`src/rtl/slot_fifo_pkg.sv`:
```
package slot_fifo_pkg;

  typedef enum logic [2:0] {
    SK_FRONT,
    SK_SURROUND,
    SK_CENTER,
    SK_LFE,
    SK_MODEM
  } stream_kind_e;

  // Buffer depth in words for each stream kind
  function automatic int unsigned depth_of(stream_kind_e kind);
    case (kind)
      SK_FRONT, SK_SURROUND: depth_of = 3;
      SK_CENTER, SK_LFE:     depth_of = 2;
      default:               depth_of = 1;
    endcase
  endfunction

endpackage

```
`src/rtl/slot_fifo_store.sv`:
```
module slot_fifo_store #(
  parameter int unsigned DATA_W = 20,
  parameter int unsigned DEPTH  = 3
) (
  input  logic              clk,
  input  logic              rst_n,
  input  logic              flush_i,
  input  logic              push_i,
  input  logic              pop_i,
  input  logic [DATA_W-1:0] wdata_i,
  output logic [DATA_W-1:0] rdata_o
);

  localparam int unsigned PTR_W = (DEPTH > 1) ? $clog2(DEPTH) : 1;
  localparam logic [PTR_W-1:0] LAST = PTR_W'(DEPTH - 1);

  logic [DATA_W-1:0] mem_q [DEPTH];
  logic [PTR_W-1:0]  wr_q, wr_d;
  logic [PTR_W-1:0]  rd_q, rd_d;

  function automatic logic [PTR_W-1:0] bump(logic [PTR_W-1:0] p);
    bump = (p == LAST) ? '0 : p + 1'b1;
  endfunction

  always_comb begin
    wr_d = wr_q;
    rd_d = rd_q;
    if (flush_i) begin
      wr_d = '0;
      rd_d = '0;
    end else begin
      if (push_i) wr_d = bump(wr_q);
      if (pop_i)  rd_d = bump(rd_q);
    end
  end

  always_ff @(posedge clk or negedge rst_n) begin
    if (!rst_n) begin
      wr_q <= '0;
      rd_q <= '0;
    end else begin
      wr_q <= wr_d;
      rd_q <= rd_d;
    end
  end

  // Storage entries without reset, one write enable each
  for (genvar g = 0; g < DEPTH; g++) begin : g_entry
    always_ff @(posedge clk) begin
      if (push_i && (wr_q == PTR_W'(g))) mem_q[g] <= wdata_i;
    end
  end

  if (DEPTH == 1) begin : g_single
    assign rdata_o = mem_q[0];
  end else begin : g_multi
    assign rdata_o = mem_q[rd_q];
  end

  p_ptr_in_range_r9: assert property (@(posedge clk) disable iff (!rst_n)
    (wr_q <= LAST) && (rd_q <= LAST));

  p_flush_resets_ptr_r8: assert property (@(posedge clk) disable iff (!rst_n)
    flush_i |=> (wr_q == '0) && (rd_q == '0));

endmodule

```
`src/rtl/slot_fifo_ctrl.sv`:
```
module slot_fifo_ctrl #(
  parameter int unsigned DEPTH = 3
) (
  input  logic clk,
  input  logic rst_n,
  input  logic en_i,
  input  logic halt_en_i,
  input  logic err_clr_i,
  input  logic dma_wr_i,
  input  logic link_req_i,
  output logic flush_o,
  output logic push_o,
  output logic pop_o,
  output logic dma_req_o,
  output logic underrun_o
);

  localparam int unsigned CNT_W = $clog2(DEPTH + 1);
  localparam logic [CNT_W-1:0] FULL = CNT_W'(DEPTH);

  logic [CNT_W-1:0] cnt_q, cnt_d;
  logic primed_q, primed_d;
  logic halt_q, halt_d;
  logic und_q, und_d;
  logic req_q, req_d;
  logic active, under;

  always_comb begin
    active  = en_i && !halt_q;
    flush_o = !en_i;
    push_o  = active && dma_wr_i && req_q;
    pop_o   = active && link_req_i && primed_q && (cnt_q != '0);
    under   = active && link_req_i && primed_q && (cnt_q == '0);

    cnt_d = cnt_q;
    if (push_o && !pop_o)      cnt_d = cnt_q + 1'b1;
    else if (pop_o && !push_o) cnt_d = cnt_q - 1'b1;

    primed_d = primed_q || (cnt_d == FULL);
    halt_d   = halt_q || (under && halt_en_i);

    und_d = und_q;
    if (under)          und_d = 1'b1;
    else if (err_clr_i) und_d = 1'b0;

    if (flush_o) begin
      cnt_d    = '0;
      primed_d = 1'b0;
      halt_d   = 1'b0;
      und_d    = 1'b0;
    end

    req_d = en_i && !halt_d && (cnt_d < FULL);
  end

  always_ff @(posedge clk or negedge rst_n) begin
    if (!rst_n) begin
      cnt_q    <= '0;
      primed_q <= 1'b0;
      halt_q   <= 1'b0;
      und_q    <= 1'b0;
      req_q    <= 1'b0;
    end else begin
      cnt_q    <= cnt_d;
      primed_q <= primed_d;
      halt_q   <= halt_d;
      und_q    <= und_d;
      req_q    <= req_d;
    end
  end

  assign dma_req_o  = req_q;
  assign underrun_o = und_q;

  p_no_overflow_r1: assert property (@(posedge clk) disable iff (!rst_n)
    req_q |-> (cnt_q < FULL));

  p_prefill_no_error_r3: assert property (@(posedge clk) disable iff (!rst_n)
    $rose(und_q) |-> $past(primed_q));

  p_underrun_sticky_r6: assert property (@(posedge clk) disable iff (!rst_n)
    (und_q && en_i && !err_clr_i) |=> und_q);

  p_halt_blocks_req_r7: assert property (@(posedge clk) disable iff (!rst_n)
    halt_q |-> !req_q);

  p_disable_flush_r8: assert property (@(posedge clk) disable iff (!rst_n)
    !en_i |=> (cnt_q == '0) && !req_q && !und_q && !primed_q);

endmodule

```
`src/rtl/slot_tx_fifo.sv`:
```
module slot_tx_fifo #(
  parameter slot_fifo_pkg::stream_kind_e KIND = slot_fifo_pkg::SK_FRONT,
  parameter int unsigned DATA_W = 20
) (
  input  logic              clk,
  input  logic              rst_n,
  input  logic              en_i,
  input  logic              halt_en_i,
  input  logic              err_clr_i,
  input  logic              dma_wr_i,
  input  logic [DATA_W-1:0] dma_data_i,
  output logic              dma_req_o,
  input  logic              link_req_i,
  output logic              slot_valid_o,
  output logic [DATA_W-1:0] slot_data_o,
  output logic              underrun_o
);

  localparam int unsigned DEPTH = slot_fifo_pkg::depth_of(KIND);

  logic flush, push, pop;
  logic [DATA_W-1:0] rdata;
  logic sv_q, sv_d;
  logic [DATA_W-1:0] sd_q, sd_d;
  logic slot_ld;

  slot_fifo_ctrl #(.DEPTH(DEPTH)) ctrl_i (
    .clk        (clk),
    .rst_n      (rst_n),
    .en_i       (en_i),
    .halt_en_i  (halt_en_i),
    .err_clr_i  (err_clr_i),
    .dma_wr_i   (dma_wr_i),
    .link_req_i (link_req_i),
    .flush_o    (flush),
    .push_o     (push),
    .pop_o      (pop),
    .dma_req_o  (dma_req_o),
    .underrun_o (underrun_o)
  );

  slot_fifo_store #(.DATA_W(DATA_W), .DEPTH(DEPTH)) store_i (
    .clk     (clk),
    .rst_n   (rst_n),
    .flush_i (flush),
    .push_i  (push),
    .pop_i   (pop),
    .wdata_i (dma_data_i),
    .rdata_o (rdata)
  );

  // Slot answer register: loads on a link request, zeroed while disabled
  always_comb begin
    slot_ld = flush || link_req_i;
    sv_d    = !flush && pop;
    sd_d    = sv_d ? rdata : '0;
  end

  always_ff @(posedge clk or negedge rst_n) begin
    if (!rst_n) begin
      sv_q <= 1'b0;
      sd_q <= '0;
    end else if (slot_ld) begin
      sv_q <= sv_d;
      sd_q <= sd_d;
    end
  end

  assign slot_valid_o = sv_q;
  assign slot_data_o  = sd_q;

  p_zero_when_invalid_r5: assert property (@(posedge clk) disable iff (!rst_n)
    !slot_valid_o |-> (slot_data_o == '0));

  p_valid_needs_request_r2: assert property (@(posedge clk) disable iff (!rst_n)
    $rose(slot_valid_o) |-> $past(link_req_i));

  p_underrun_answer_r4: assert property (@(posedge clk) disable iff (!rst_n)
    $rose(underrun_o) |-> !slot_valid_o);

endmodule

```
`config.mk`:
```
export PLATFORM = sky130hd
export DESIGN_NAME = slot_tx_fifo
export DESIGN_NICKNAME = d
export VERILOG_FILES = /design/src/rtl/slot_fifo_pkg.sv /design/src/rtl/slot_fifo_store.sv /design/src/rtl/slot_fifo_ctrl.sv /design/src/rtl/slot_tx_fifo.sv
export SDC_FILE = /design/constraint.sdc
export NUM_CORES = 1
export LEC_CHECK = 0
export ABC_CLOCK_PERIOD_IN_PS = 5040
export BUFFER_PORTS_ARGS = -buffer_cell sky130_fd_sc_hd__buf_4
export CAP_MARGIN = 20
export CORE_MARGIN = 2
export CORE_UTILIZATION = 50
export CTS_CLUSTER_SIZE = 10
export DETAILED_ROUTE_END_ITERATION = 8
export MAX_ROUTING_LAYER = met4
export PLACE_DENSITY_LB_ADDON = 0.08
export SYNTH_ARGS = -nofsm -noshare
export SYNTH_HDL_FRONTEND = slang
export SYNTH_SLANG_ARGS = --single-unit
export TNS_END_PERCENT = 100
```
`constraint.sdc`:
```
create_clock -name clk -period 5.04 [get_ports clk]
set_input_delay 0.252 -clock clk [delete_from_list [all_inputs] [get_ports clk]]
set_output_delay 0.252 -clock clk [all_outputs]
set_load 0.02 [all_outputs]
```
---- Word-level counts from Yosys, hierarchy flattened ----
Memory sizes are Yosys's and may differ from the RTL's.
Cells that the tools add are included.
word-level totals
  flip-flop bits (word level) ............. 31
  bits in writable memories ............... 60
  input port bits ......................... 27
  output and inout bits ................... 23
  logic and storage cells ................. 78
  memories ................................ 1
cells by class
  $add $sub $neg .......................... 4
  order comparisons ....................... 1
  equal/unequal tests ..................... 7
  mux-type cells .......................... 27
  reduce and logical (&&, ||, !) cells .... 29
memory list
  name           depth  width  read ports  clocked after memory_dff  wr ports  RTL line               RTL
  store_i.mem_q  3      20     1           0                         1         slot_fifo_store.sv:17  logic [DATA_W-1:0] mem_q [DEPTH];
operators with widths
  kind                   number
  $mux W20               3
  $reduce_or A20 Y1      2
  $mux W2                11
  $logic_and A1 B1 Y1    16
  $mux W1                13
  $add A2 B1 Y2 const B  3
  $eq A2 B2 Y1 const B   3
  $logic_not A1 Y1       5
  $logic_not A2 Y1       2
  $ne A2 B1 Y1 const B   2
  $logic_or A1 B1 Y1     3
  $ne A3 B1 Y1 const B   1
  $eq A2 B1 Y1 const B   1
  $lt A2 B2 Y1 const B   1
  $reduce_bool A2 Y1     1
  $sub A2 B1 Y2 const B  1

---- Longest topological paths before layout ----
Gate-level depths: netlist of the first run.
  word-level depth ........................ 11
  mapped depth ............................ 6
  depth with buffers taken out ............ 5

---- Hierarchy ----
Synthesis of the first run repeated with hierarchy kept, for this count alone.
unflattened totals
  cells, all modules ...................... 233
  area total of the unflattened synthesis .. 3616.0 um^2
by module, submodules not included
  module           instances  cells each  area an instance (um^2)  sequential area each (um^2)
  slot_fifo_store  1          145         2422.3                   1901.8
  slot_tx_fifo     1          51          819.5                    525.5
  slot_fifo_ctrl   1          37          374.1                    150.1

---- Least setup slack after synthesis of the first run ----
Ideal clock, no wire load.
  kind .................................... reg-to-reg
  from .................................... register ctrl_i.req_q, in the netlist ctrl_i.dma_req_o
  to ...................................... memory store_i.mem_q[2][0] (enable)
  setup time .............................. 0.427 ns
  arrival time ............................ 2.319 ns
  required time ........................... 4.613 ns
  setup slack ............................. 2.294 ns
  stages on the path, launching flop included .. 3
  path buffers ............................ 0
  period minus slack after synthesis ...... 2.746 ns
  cells stage by stage .................... dfrtp_1 -> nand4b_4 -> nor3b_1
between the ends
  longest elaborated chain between the ends .. 7
  elaborated cells between the ends (all ways) .. 16
  those cells by class .................... mux (10); reduce/logical (6)
ends and longest elaborated chain
  item                                                                     RTL line               RTL
  start: declaration                                                       slot_fifo_ctrl.sv:25   logic req_q, req_d;
  start signal: assignment                                                 slot_fifo_ctrl.sv:68   req_q <= req_d;
  $logic_and A1 B1 Y1 (*)                                                  slot_fifo_ctrl.sv:31   push_o = active && dma_wr_i && req_q;
  $logic_and A1 B1 Y1                                                      slot_fifo_store.sv:50  if (push_i && (wr_q == PTR_W'(g))) mem_q[g] <= wdata_i;
  $mux W1                                                                  slot_fifo_store.sv:50
  $mux W1 (not written as such)                                            slot_fifo_store.sv:50
  $reduce_or A20 Y1 (no source line)                                       -
  $mux W2 (no source line) / $mux W1 (equally long branches) (2 in a row)  -
  end: declaration                                                         slot_fifo_store.sv:17
Mark *: on every way between the ends. The rest lies on a longest branch, timed or not.

---- Final worst setup path of the first run ----
  from .................................... register ctrl_i.halt_q
  to ...................................... memory store_i.mem_q[2][18] (enable)
between the ends
  longest elaborated chain between the ends .. 10
  elaborated cells between the ends (all ways) .. 19
  those cells by class .................... mux (10); reduce/logical (9)
ends and longest elaborated chain
  item                                                                     RTL line               RTL
  start: declaration                                                       slot_fifo_ctrl.sv:23   logic halt_q, halt_d;
  start signal: assignment                                                 slot_fifo_ctrl.sv:66   halt_q <= halt_d;
  $logic_not A1 Y1 (*)                                                     slot_fifo_ctrl.sv:29   active = en_i && !halt_q;
  $logic_and A1 B1 Y1 (*)                                                  slot_fifo_ctrl.sv:29
  $logic_and A1 B1 Y1 (*) (2 in a row)                                     slot_fifo_ctrl.sv:31
  $logic_and A1 B1 Y1                                                      slot_fifo_store.sv:50
  $mux W1                                                                  slot_fifo_store.sv:50
  $mux W1 (not written as such)                                            slot_fifo_store.sv:50
  $reduce_or A20 Y1 (no source line)                                       -
  $mux W2 (no source line) / $mux W1 (equally long branches) (2 in a row)  -
Marked as above.

==> flow_summary_export.csv, run 1 <==
group,metric,value,unit
sta,timing.fmax,464,MHz
yosys,ys.flop_type,"edfxtp_1",
global_route,grt_pass1_vias,2066,
run_status,status,"finished clean",
clocking,cts_setup_buffers,0,
sta,tns,0,ns
die,dieArea,0.00792,mm^2
die,start_util,52.3,%
placement,io_buffers,49,
worst_setup_path,r2r_start,"ctrl_i.halt_q$_DFF_PN0_",
global_route,groute.usage.overall,18.5,%
cells_and_area,areaGrowthSynthToFinish,19.6,%
power_and_ir_drop,worst_ir_drop_vdd,0.227,mV
clocking,cts_buffers,9,
die,io_pins,50,
die,die_h,89.0,um
die,dieWidth,89.0,um
yosys,synth_cell_types,42,
sta,max_slew_margin,41.9,%
worst_setup_path,path_max_fanout,11,
clocking,clockBufferDepth,2,
yosys,synth_fp_nets,265,
power_and_ir_drop,switching_power,288,uW
yosys,synth_top_family_by_area,"compound AO/OA/AOI/OAI gates",
worst_setup_path,arrival,2.20,ns
worst_setup_path,regToRegSetupSlack,2.89,ns
yosys,synthXorXnorAreaFrac,0,%
worst_setup_path,r2r_end,"store_i.mem_q[2][18]$_DFFE_PP_",
yosys,syn_area_per_cell,15.2,um^2
worst_setup_path,crit_chain,"nand4b_4, nor3b_2, buf_4",
drt,routed_via_density,5.32,
placement,place_congestion,0.837,
sta,period_needed,2.15,ns
worst_setup_path,criticalPathCategory,"flip-flop to flip-flop",
power_and_ir_drop,power.density,325,mW/mm^2
yosys,synth-seq-cells,91,
yosys,ys_warn_count,0,
sta,hold_slack,0.0938,ns
cells_and_area,fin_nets,318,
sta,skew,0.00553,ns
drt,num_vias,2079,
clocking,insertion_delay,0.34,ns
yosys,synth_simple_gate_area_share,7.97,%
yosys,syn_area,0.00361,mm^2
worst_setup_path,startpoint_type,"flip-flop",
yosys,synth-async-reset-ratio,34.1,%
worst_setup_path,max_stage_delay,0.77,ns
clocking,root_buffer,"clkbuf_8",
sta,tightest_slew,0.868,ns
worst_setup_path,crit_required,5.09,ns
power_and_ir_drop,leakagePower,0.00165,uW
cells_and_area,diodes,0,
yosys,synth-adder-area-share,0.346,%
drt,wire_per_inst,16.7,um
global_route,grt_overflow_total,0,
drt,ant_nets,0,
drt,drtIter0Drc,116,
global_route,grt_max_degree,44,
sta,maxSlewViolCount,0,
run,max_cap_violations,0,
clocking,htree_levels,3,
die,num_rows,30,
drt,first_pass_iters,6,
worst_setup_path,critPathTopFamily,"simple AND/OR/NAND/NOR gates",
global_route,grt_pass1_wl,10.5,mm
clocking,post_cts_resized,0,
die,core_area,0.00691,mm^2
global_route,grt_antenna_before_repair,0,
power_and_ir_drop,combPwrFrac,4.7,%
worst_setup_path,path_buf_inv,1,
yosys,synth_edf_count,60,
sta,timing.final.crit_share,42.7,%
power_and_ir_drop,p_sw_share,20.5,%
yosys,ys_seq_area_share,71.4,%
sta,final_hold_viol_count,0,
power_and_ir_drop,internal_power,1120,uW
worst_setup_path,crit_path_end_kind,"flip-flop",
drt,wl,6.51,mm
sta,rsz0062_at_grt,"no",
sta,setup_viol,0,
worst_setup_path,slowest_stage,"nor3b_2",
drt,route.detailed.drc,0,
min_path,hp-class,"primary input to flip-flop",
placement,dp.final_hpwl,3.98,mm
clocking,clk_pin_slew,0.09,ns
yosys,synthCells,237,
worst_setup_path,cp-startpoint,"ctrl_i.halt_q$_DFF_PN0_",
power_and_ir_drop,p_clk_share,37.4,%
power_and_ir_drop,power_frac_seq,57.9,%
cells_and_area,layout-drive-gt1-share,26.1,%
worst_setup_path,r2r_cells,3,
worst_setup_path,endpoint,"store_i.mem_q[2][18]$_DFFE_PP_",
yosys,synth_compound_area_share,11.0,%
cells_and_area,n_fill_cell,559,
clocking,cts_sinks,91,
clocking,cts_tree,"done",
worst_setup_path,worst-path-stages,3,
yosys,yosys-mux-area-fraction,6.37,%
==> synth_stat cells (all sizes together) (3+ instances only) <==
| library cell | instances | area (um^2) |
|---|---|---|
| and2 | 4 | 25.0 |
| edfxtp | 60 | 1800 |
| dfrtp | 31 | 776 |
| o21ai | 21 | 105 |
| a21oi | 3 | 15.0 |
| buf | 11 | 82.6 |
| nand2 | 26 | 97.6 |
| mux2i | 23 | 230 |
| a22o | 20 | 175 |
| inv | 4 | 15.0 |
==> cell families (layout without fill, tap and decap cells) <==
group | after synthesis | count (layout)
buffers and inverters | 17 | 75
and+or+nand+nor | 48 | 48
AOI/OAI and AO/OA | 57 | 57
muxes | 23 | 23
DFF | 91 | 91
adders and majority gates | 1 | 1
==> flip-flops by register name, indices dropped and copies added (netlist names) <==
signal / flops
ctrl_i.dma_req_o: 1
slot_data_o: 20
ctrl_i.halt_q: 1
ctrl_i.underrun_o: 1
store_i.rd_q: 2
store_i.mem_q: 60
ctrl_i.primed_q: 1
slot_valid_o: 1
ctrl_i.cnt_q: 2
store_i.wr_q: 2
==> repair_timing <==
| item | 4_1_cts | 5_1_grt |
|---|---|---|
| endpoints found under the setup margin | 0 | 0 |
| endpoints found under the hold margin | 31 | 0 |
| hold buffers | 1 | 0 |
==> area by class of cell <==
class,instances,area (um^2),area share (%)
Multi-Input combinational cell,129,947,21.9
Timing Repair Buffer,55,443,10.3
Sequential cell,91,2580,59.7
Inverter,4,15.0,0.348
Tap cell,96,120,2.78
Clock buffer,10,128,2.95
Clock inverter,6,88.8,2.06
==> through the flow <==
step / utilization, % / std cells / instance area [um^2] / power [uW] / setup slack, ns
after floorplan: - / 237 / 3610 / 856 / 2.29
after CTS: 61.9 / 389 / 4280 / 1420 / 2.83
final: 62.5 / 391 / 4320 / 1400 / 2.89
after global routing: 62.5 / 391 / 4320 / 1460 / 2.78
after detailed placement: 58.6 / 372 / 4050 / 894 / 2.84
after global placement: 58.6 / 372 / 4050 / 893 / 2.94
==> worst min-delay path by stage <==
stage | start | endpoint | slack, ns | cells past startpoint
2_1_floorplan | rst_n | ctrl_i.cnt_q[0]$_DFF_PN0_ | -0.04 | 0
3_3_place_gp | rst_n | ctrl_i.cnt_q[1]$_DFF_PN0_ | 0.22 | 1
3_5_place_dp | rst_n | ctrl_i.dma_req_o$_DFF_PN0_ | 0.23 | 1
5_1_grt | dma_data_i[16] | store_i.mem_q[1][16]$_DFFE_PP_ | 0.08 | 1
4_1_cts | dma_data_i[16] | store_i.mem_q[1][16]$_DFFE_PP_ | 0.08 | 1
6_report | dma_data_i[16] | store_i.mem_q[0][16]$_DFFE_PP_ | 0.09 | 1
==> per-layer routing <==
layer  routed length (um)  vias up  global-route usage (%)
met5                    0        -                       -
met4                   66        0                    7.60
met3                  265        7                    3.05
met2                 3230       49                    29.1
met1                 2950     1018                    24.3
li1                     -     1005                       -
==> power groups by stage <==
| stage | combinational (uW) | clock (uW) | sequential (uW) |
|---|---|---|---|
| after global routing | 74.7 | 571 | 815 |
| after floorplan | 26.2 | 0 | 830 |
| after detailed placement | 64.2 | 0 | 830 |
| after CTS | 64.9 | 541 | 814 |
| after global placement | 63.2 | 0 | 830 |
| final | 66.4 | 525 | 814 |
==> layout by cell type, fill, tap and decap left out, drive strengths merged, types with 2 or more instances in the layout <==
cell type	synthesis	routed
edfxtp	60	60
buf	11	54
dfrtp	31	31
nand2	26	26
mux2i	23	23
o21ai	21	21
a22o	20	20
clkbuf	2	10
inv	4	5
and2	4	4
a21oi	3	3
nor2b	2	2
nand3	2	2
o21a	2	2
bufinv	0	2
clkinvlp	0	2
nand3b	2	2
nand2b	2	2
nor3b	2	2
Power figures use the tool's default switching activity.
==> run 2: changes to the inputs <==
--- a/config.mk
+++ b/config.mk
@@ -5,7 +5,7 @@
 export SDC_FILE = /design/constraint.sdc
 export NUM_CORES = 1
 export LEC_CHECK = 0
-export ABC_CLOCK_PERIOD_IN_PS = 5040
+export ABC_CLOCK_PERIOD_IN_PS = 1850
 export BUFFER_PORTS_ARGS = -buffer_cell sky130_fd_sc_hd__buf_4
 export CAP_MARGIN = 20
 export CORE_MARGIN = 2
==> constraint.sdc (replaced) <==
create_clock -name clk -period 1.85 [get_ports clk]
set_input_delay 0.0925 -clock clk [delete_from_list [all_inputs] [get_ports clk]]
set_output_delay 0.0925 -clock clk [all_outputs]
set_load 0.02 [all_outputs]
==> flow_summary_export.csv, run 2 (same netlist as run 1, synthesis figures left out) <==
group,metric,value,unit
worst_setup_path,crit_path_end_kind,"flip-flop",
placement,place_congestion,0.898,
sta,max_slew_margin,46.5,%
global_route,grt_pass1_vias,2100,
global_route,grt_max_degree,44,
die,die_h,89.0,um
placement,dp_cells,381,
sta,maxSlewViolCount,0,
sta,tightest_slew,0.802,ns
sta,setup_viol,0,
clocking,clockBufferDepth,2,
worst_setup_path,path_buf_inv,2,
cells_and_area,fin_nets,345,
clocking,clk_pin_slew,0.09,ns
power_and_ir_drop,power.density,792,mW/mm^2
clocking,cts_sinks,91,
run_status,status,"finished clean",
global_route,grt_antenna_before_repair,0,
clocking,htree_levels,3,
die,num_rows,30,
clocking,post_cts_resized,0,
power_and_ir_drop,worst_ir_drop_vdd,0.520,mV
placement,io_buffers,49,
power_and_ir_drop,leakagePower,0.00175,uW
worst_setup_path,path_max_fanout,16,
sta,timing.fmax,599,MHz
die,dieArea,0.00792,mm^2
global_route,grt_overflow_total,0,
drt,routed_via_density,5.17,
sta,final_hold_viol_count,0,
worst_setup_path,slowest_stage,"dfrtp_1",
drt,route.detailed.drc,0,
die,dieWidth,89.0,um
cells_and_area,areaGrowthSynthToFinish,25.3,%
cells_and_area,final_common_cell,"edfxtp_1",
clocking,cts_tree,"done",
drt,wl,6.49,mm
cells_and_area,final_cells,418,
sta,rsz0062_at_grt,"no",
drt,drtIter0Drc,80,
worst_setup_path,crit_required,2.13,ns
sta,period_needed,1.67,ns
worst_setup_path,critPathTopFamily,"simple AND/OR/NAND/NOR gates",
die,core_area,0.00691,mm^2
worst_setup_path,criticalPathCategory,"flip-flop to flip-flop",
worst_setup_path,max_stage_delay,0.44,ns
global_route,groute.usage.overall,18.4,%
cells_and_area,utilization,65.5,%
cells_and_area,regMostFlops,"store_i.mem_q",
drt,num_vias,2162,
clocking,root_buffer,"clkbuf_8",
cells_and_area,final_cell_mix,"edfxtp_1 (60), buf_4 (59), dfrtp_1 (31), nand2_1 (26), mux2i_1 (23)",
cells_and_area,diodes,0,
min_path,hp-class,"primary input to flip-flop",
run,max_cap_violations,0,
sta,skew,0.0114,ns
cells_and_area,largest_reg_flops,60,
cells_and_area,layout-drive-gt1-share,26.1,%
placement,place_ws,0.214,ns
drt,wire_per_inst,15.5,um
clocking,insertion_delay,0.35,ns
drt,ant_nets,0,
worst_setup_path,crit_chain,"inv_1, ha_1, nand3b_2, nor2_4, buf_12, a22o_1",
global_route,grt_pass1_wl,10.2,mm
die,start_util,52.3,%
clocking,cts_buffers,9,
worst_setup_path,arrival,1.95,ns
placement,dp.final_hpwl,3.97,mm
worst_setup_path,startpoint_type,"flip-flop",
sta,finalWorstSetupSlack,0.182,ns
drt,first_pass_iters,4,
die,io_pins,50,
sta,timing.final.crit_share,90.2,%
clocking,cts_setup_buffers,0,
-- run 2: changes by cell type in the layout (fill, tap and decap cells not counted), sizes merged --
cell / previous run / this run
dlygate4sd3: 1 / 21
clkinvlp: 2 / 1
clkinv: 1 / 4
bufinv: 2 / 0
buf: 54 / 61
-- run 2: layout make-up --
class                      count  area, um^2
multi-input combinational    129         953
clock buffer                  10         128
sequential                    91        2580
clock inverter                 6        40.0
timing repair buffer          82         693
fill                         550        2380
tap                           96         120
inverter                       4        15.0
-- run 2: what timing repair did --
action                                  CTS  global route
hold endpoints to repair                 91             0
hold buffers                             21             0
endpoints found under the setup margin    0             0
-- run 2: worst reg2reg max path: stages, from the launching register on --
cell and delay (ns):
dfrtp_1 0.44, inv_1 0.08, ha_1 0.23, nand3b_2 0.30, nor2_4 0.23, buf_12 0.18
a22o_1 0.14
-- run 2: layer usage --
layer / wire length [um] / vias up / track usage (%)
met4: 100 / 0 / 7.33
met1: 3010 / 1062 / 23.7
met5: 0 / - / -
met3: 194 / 9 / 3.69
li1: - / 1053 / -
met2: 3190 / 38 / 29.0
-- run 2: where the power goes --
group / leakage [uW] / switching, uW / internal (uW)
Clock: 0.0000864 / 671 / 489
Combinational: 0.000691 / 106 / 107
Sequential: 0.000973 / 14.5 / 2200
Total: 0.00175 / 791 / 2800
-- run 2: worst paths after layout --
kind,startpoint,to,slack (ns),cells past startpoint
max reg2reg,ctrl_i.cnt_q[0]$_DFF_PN0_,slot_data_o[6]$_DFFE_PN0P_,0.18,6
min,err_clr_i,ctrl_i.underrun_o$_DFFE_PN0P_,0.07,3
max in group asynchronous,rst_n,slot_data_o[0]$_DFFE_PN0P_,1.33,2
max,ctrl_i.cnt_q[0]$_DFF_PN0_,slot_data_o[6]$_DFFE_PN0P_,0.18,6
min in group asynchronous,rst_n,ctrl_i.dma_req_o$_DFF_PN0_,0.21,2
min reg2reg,slot_valid_o$_DFFE_PN0P_,slot_valid_o$_DFFE_PN0P_,0.51,2
-- run 2: through the flow --
stage	setup TNS (ns)	hold WS, ns	instance area, um^2	power [uW]
floorplan	-11.01	-0.203	3620	2330
global placement	0	0.0554	4150	2440
detailed placement	0	0.0582	4150	2440
CTS	0	0.0578	4530	3620
global route	0	0.0678	4530	3730
finish	0	0.0694	4530	3590
==> run 3: changes to the inputs <==
--- a/config.mk
+++ b/config.mk
@@ -6,14 +6,15 @@
 export NUM_CORES = 1
 export LEC_CHECK = 0
 export ABC_CLOCK_PERIOD_IN_PS = 1850
-export BUFFER_PORTS_ARGS = -buffer_cell sky130_fd_sc_hd__buf_4
 export CAP_MARGIN = 20
 export CORE_MARGIN = 2
 export CORE_UTILIZATION = 50
 export CTS_CLUSTER_SIZE = 10
 export DETAILED_ROUTE_END_ITERATION = 8
+export DONT_BUFFER_PORTS = 1
 export MAX_ROUTING_LAYER = met4
 export PLACE_DENSITY_LB_ADDON = 0.08
+export SLEW_MARGIN = 20
 export SYNTH_ARGS = -nofsm -noshare
 export SYNTH_HDL_FRONTEND = slang
 export SYNTH_SLANG_ARGS = --single-unit
==> flow_summary_export.csv, run 3 (same netlist as run 1, synthesis figures left out) <==
group,metric,value,unit
clocking,clk_pin_slew,0.08,ns
die,dieWidth,89.0,um
placement,place_congestion,1.02,
die,core_area,0.00691,mm^2
drt,num_vias,2089,
worst_setup_path,r2r_start,"ctrl_i.cnt_q[0]$_DFF_PN0_",
global_route,grt_pass1_wl,10.6,mm
cells_and_area,areaGrowthSynthToFinish,17.3,%
die,start_util,52.3,%
global_route,grt_max_degree,44,
cells_and_area,diodes,0,
drt,wl,6.90,mm
min_path,hp-class,"primary input to flip-flop",
die,io_pins,50,
clocking,cts_tree,"done",
sta,maxSlewViolCount,0,
cells_and_area,final_cell_mix,"edfxtp_1 (60), dfrtp_1 (31), nand2_1 (26), dlygate4sd3_1 (24), mux2i_1 (23)",
run,max_cap_violations,0,
die,num_rows,30,
power_and_ir_drop,power,3680,uW
sta,hold_slack,0.00838,ns
drt,first_pass_iters,4,
power_and_ir_drop,p_sw_share,21.1,%
clocking,htree_levels,3,
power_and_ir_drop,internal_power,2900,uW
worst_setup_path,r2r_end,"ctrl_i.cnt_q[0]$_DFF_PN0_",
global_route,groute.usage.overall,19.0,%
clocking,insertion_delay,0.35,ns
power_and_ir_drop,power.density,868,mW/mm^2
die,die_h,89.0,um
placement,dp.final_hpwl,4.27,mm
sta,setup_viol,0,
clocking,cts_setup_buffers,0,
die,dieArea,0.00792,mm^2
sta,timing.final.crit_share,92.1,%
clocking,root_buffer,"clkbuf_8",
worst_setup_path,r2r_cells,5,
cells_and_area,fin_nets,300,
global_route,grt_antenna_before_repair,0,
worst_setup_path,regToRegSetupSlack,0.15,ns
cells_and_area,design_area,0.00424,mm^2
power_and_ir_drop,combPwrFrac,4.9,%
worst_setup_path,endpoint,"ctrl_i.cnt_q[0]$_DFF_PN0_",
cells_and_area,final_common_cell,"edfxtp_1",
cells_and_area,utilization,61.3,%
sta,skew,0.00907,ns
cells_and_area,layout-drive-gt1-share,13.0,%
power_and_ir_drop,power_frac_seq,60.2,%
worst_setup_path,path_max_fanout,7,
drt,wire_per_inst,18.5,um
worst_setup_path,cp-startpoint,"ctrl_i.cnt_q[0]$_DFF_PN0_",
clocking,cts_buffers,9,
sta,rsz0062_at_grt,"no",
min_path,holdPathStages,2,
power_and_ir_drop,leakagePower,0.00153,uW
clocking,cts_sinks,91,
worst_setup_path,startpoint_type,"flip-flop",
sta,max_slew_margin,69.4,%
placement,io_buffers,0,
power_and_ir_drop,p_clk_share,34.9,%
run_status,status,"finished clean",
worst_setup_path,arrival,1.97,ns
drt,routed_via_density,5.60,
worst_setup_path,crit_path_end_kind,"flip-flop",
global_route,grt_overflow_total,0,
worst_setup_path,crit_required,2.12,ns
worst_setup_path,criticalPathCategory,"flip-flop to flip-flop",
drt,ant_nets,0,
drt,drtIter0Drc,87,
clocking,clockBufferDepth,2,
sta,tightest_slew,0.457,ns
sta,period_needed,1.70,ns
cells_and_area,regMostFlops,"store_i.mem_q",
drt,route.detailed.drc,0,
sta,final_hold_viol_count,0,
sta,timing.fmax,587,MHz
power_and_ir_drop,switching_power,775,uW
power_and_ir_drop,worst_ir_drop_vdd,0.531,mV
global_route,grt_pass1_vias,2122,
cells_and_area,largest_reg_flops,60,
placement,place_area,0.00378,mm^2
-- run 3: critical path: stages (launching register included) --
cell     delay [ns]
dfrtp_1        0.45
inv_1          0.09
ha_1           0.24
and3b_1        0.30
mux2i_1        0.32
mux2i_1        0.22
-- run 3: power groups by stage --
stage          sequential (uW)  clock [uW]  combinational [uW]
4_1_cts                   2220        1300                 178
5_1_grt                   2220        1400                 196
6_report                  2220        1280                 179
2_1_floorplan             2260           0                71.6
3_5_place_dp              2260           0                 104
3_3_place_gp              2260           0                95.6
-- run 3: final cells by class --
| class | instances | area, um^2 |
|---|---|---|
| Tap cell | 96 | 120 |
| Sequential cell | 91 | 2580 |
| Clock inverter | 5 | 56.3 |
| Inverter | 4 | 15.0 |
| Clock buffer | 11 | 131 |
| Multi-Input combinational cell | 129 | 961 |
| Fill cell | 553 | 2670 |
| Timing Repair Buffer | 37 | 375 |
-- run 3: repair_timing --
| action | 4_1_cts | 5_1_grt |
|---|---|---|
| gates resized for setup | 0 | 1 |
| hold buffers | 25 | 0 |
| hold endpoints to repair | 101 | 0 |
| endpoints found under the setup margin | 0 | 1 |
-- run 3: worst min path at each step --
| stage | from | to | slack (ns) |
|---|---|---|---|
| after CTS | link_req_i | ctrl_i.halt_q$_DFF_PN0_ | 0.002 |
| after floorplan | rst_n | ctrl_i.cnt_q[0]$_DFF_PN0_ | -0.20 |
| after global routing | en_i | ctrl_i.dma_req_o$_DFF_PN0_ | 0.007 |
| after detailed placement | rst_n | store_i.rd_q[0]$_DFFE_PN0P_ | -0.20 |
| final | link_req_i | ctrl_i.halt_q$_DFF_PN0_ | 0.008 |
| after global placement | rst_n | store_i.rd_q[0]$_DFFE_PN0P_ | -0.20 |
-- run 3: metrics by stage --
| step | TNS, ns | instances | worst slack (ns) |
|---|---|---|---|
| after CTS | 0 | 373 | 0.0977 |
| after global routing | 0 | 373 | 0.0328 |
| final | 0 | 373 | 0.147 |
| after global placement | 0 | 332 | 0.310 |
| after detailed placement | 0 | 332 | 0.108 |
| after floorplan | -11.01 | 237 | -0.198 |
-- run 3: per-layer routing --
layer	GRT usage, %	share of wire, %	wire length [um]	vias up
met1	22.7	43	2940	1041
met4	7.60	2.0	136	0
li1	-	-	-	969
met2	31.5	50	3460	66
met5	-	0	0	-
met3	4.16	5.2	360	13
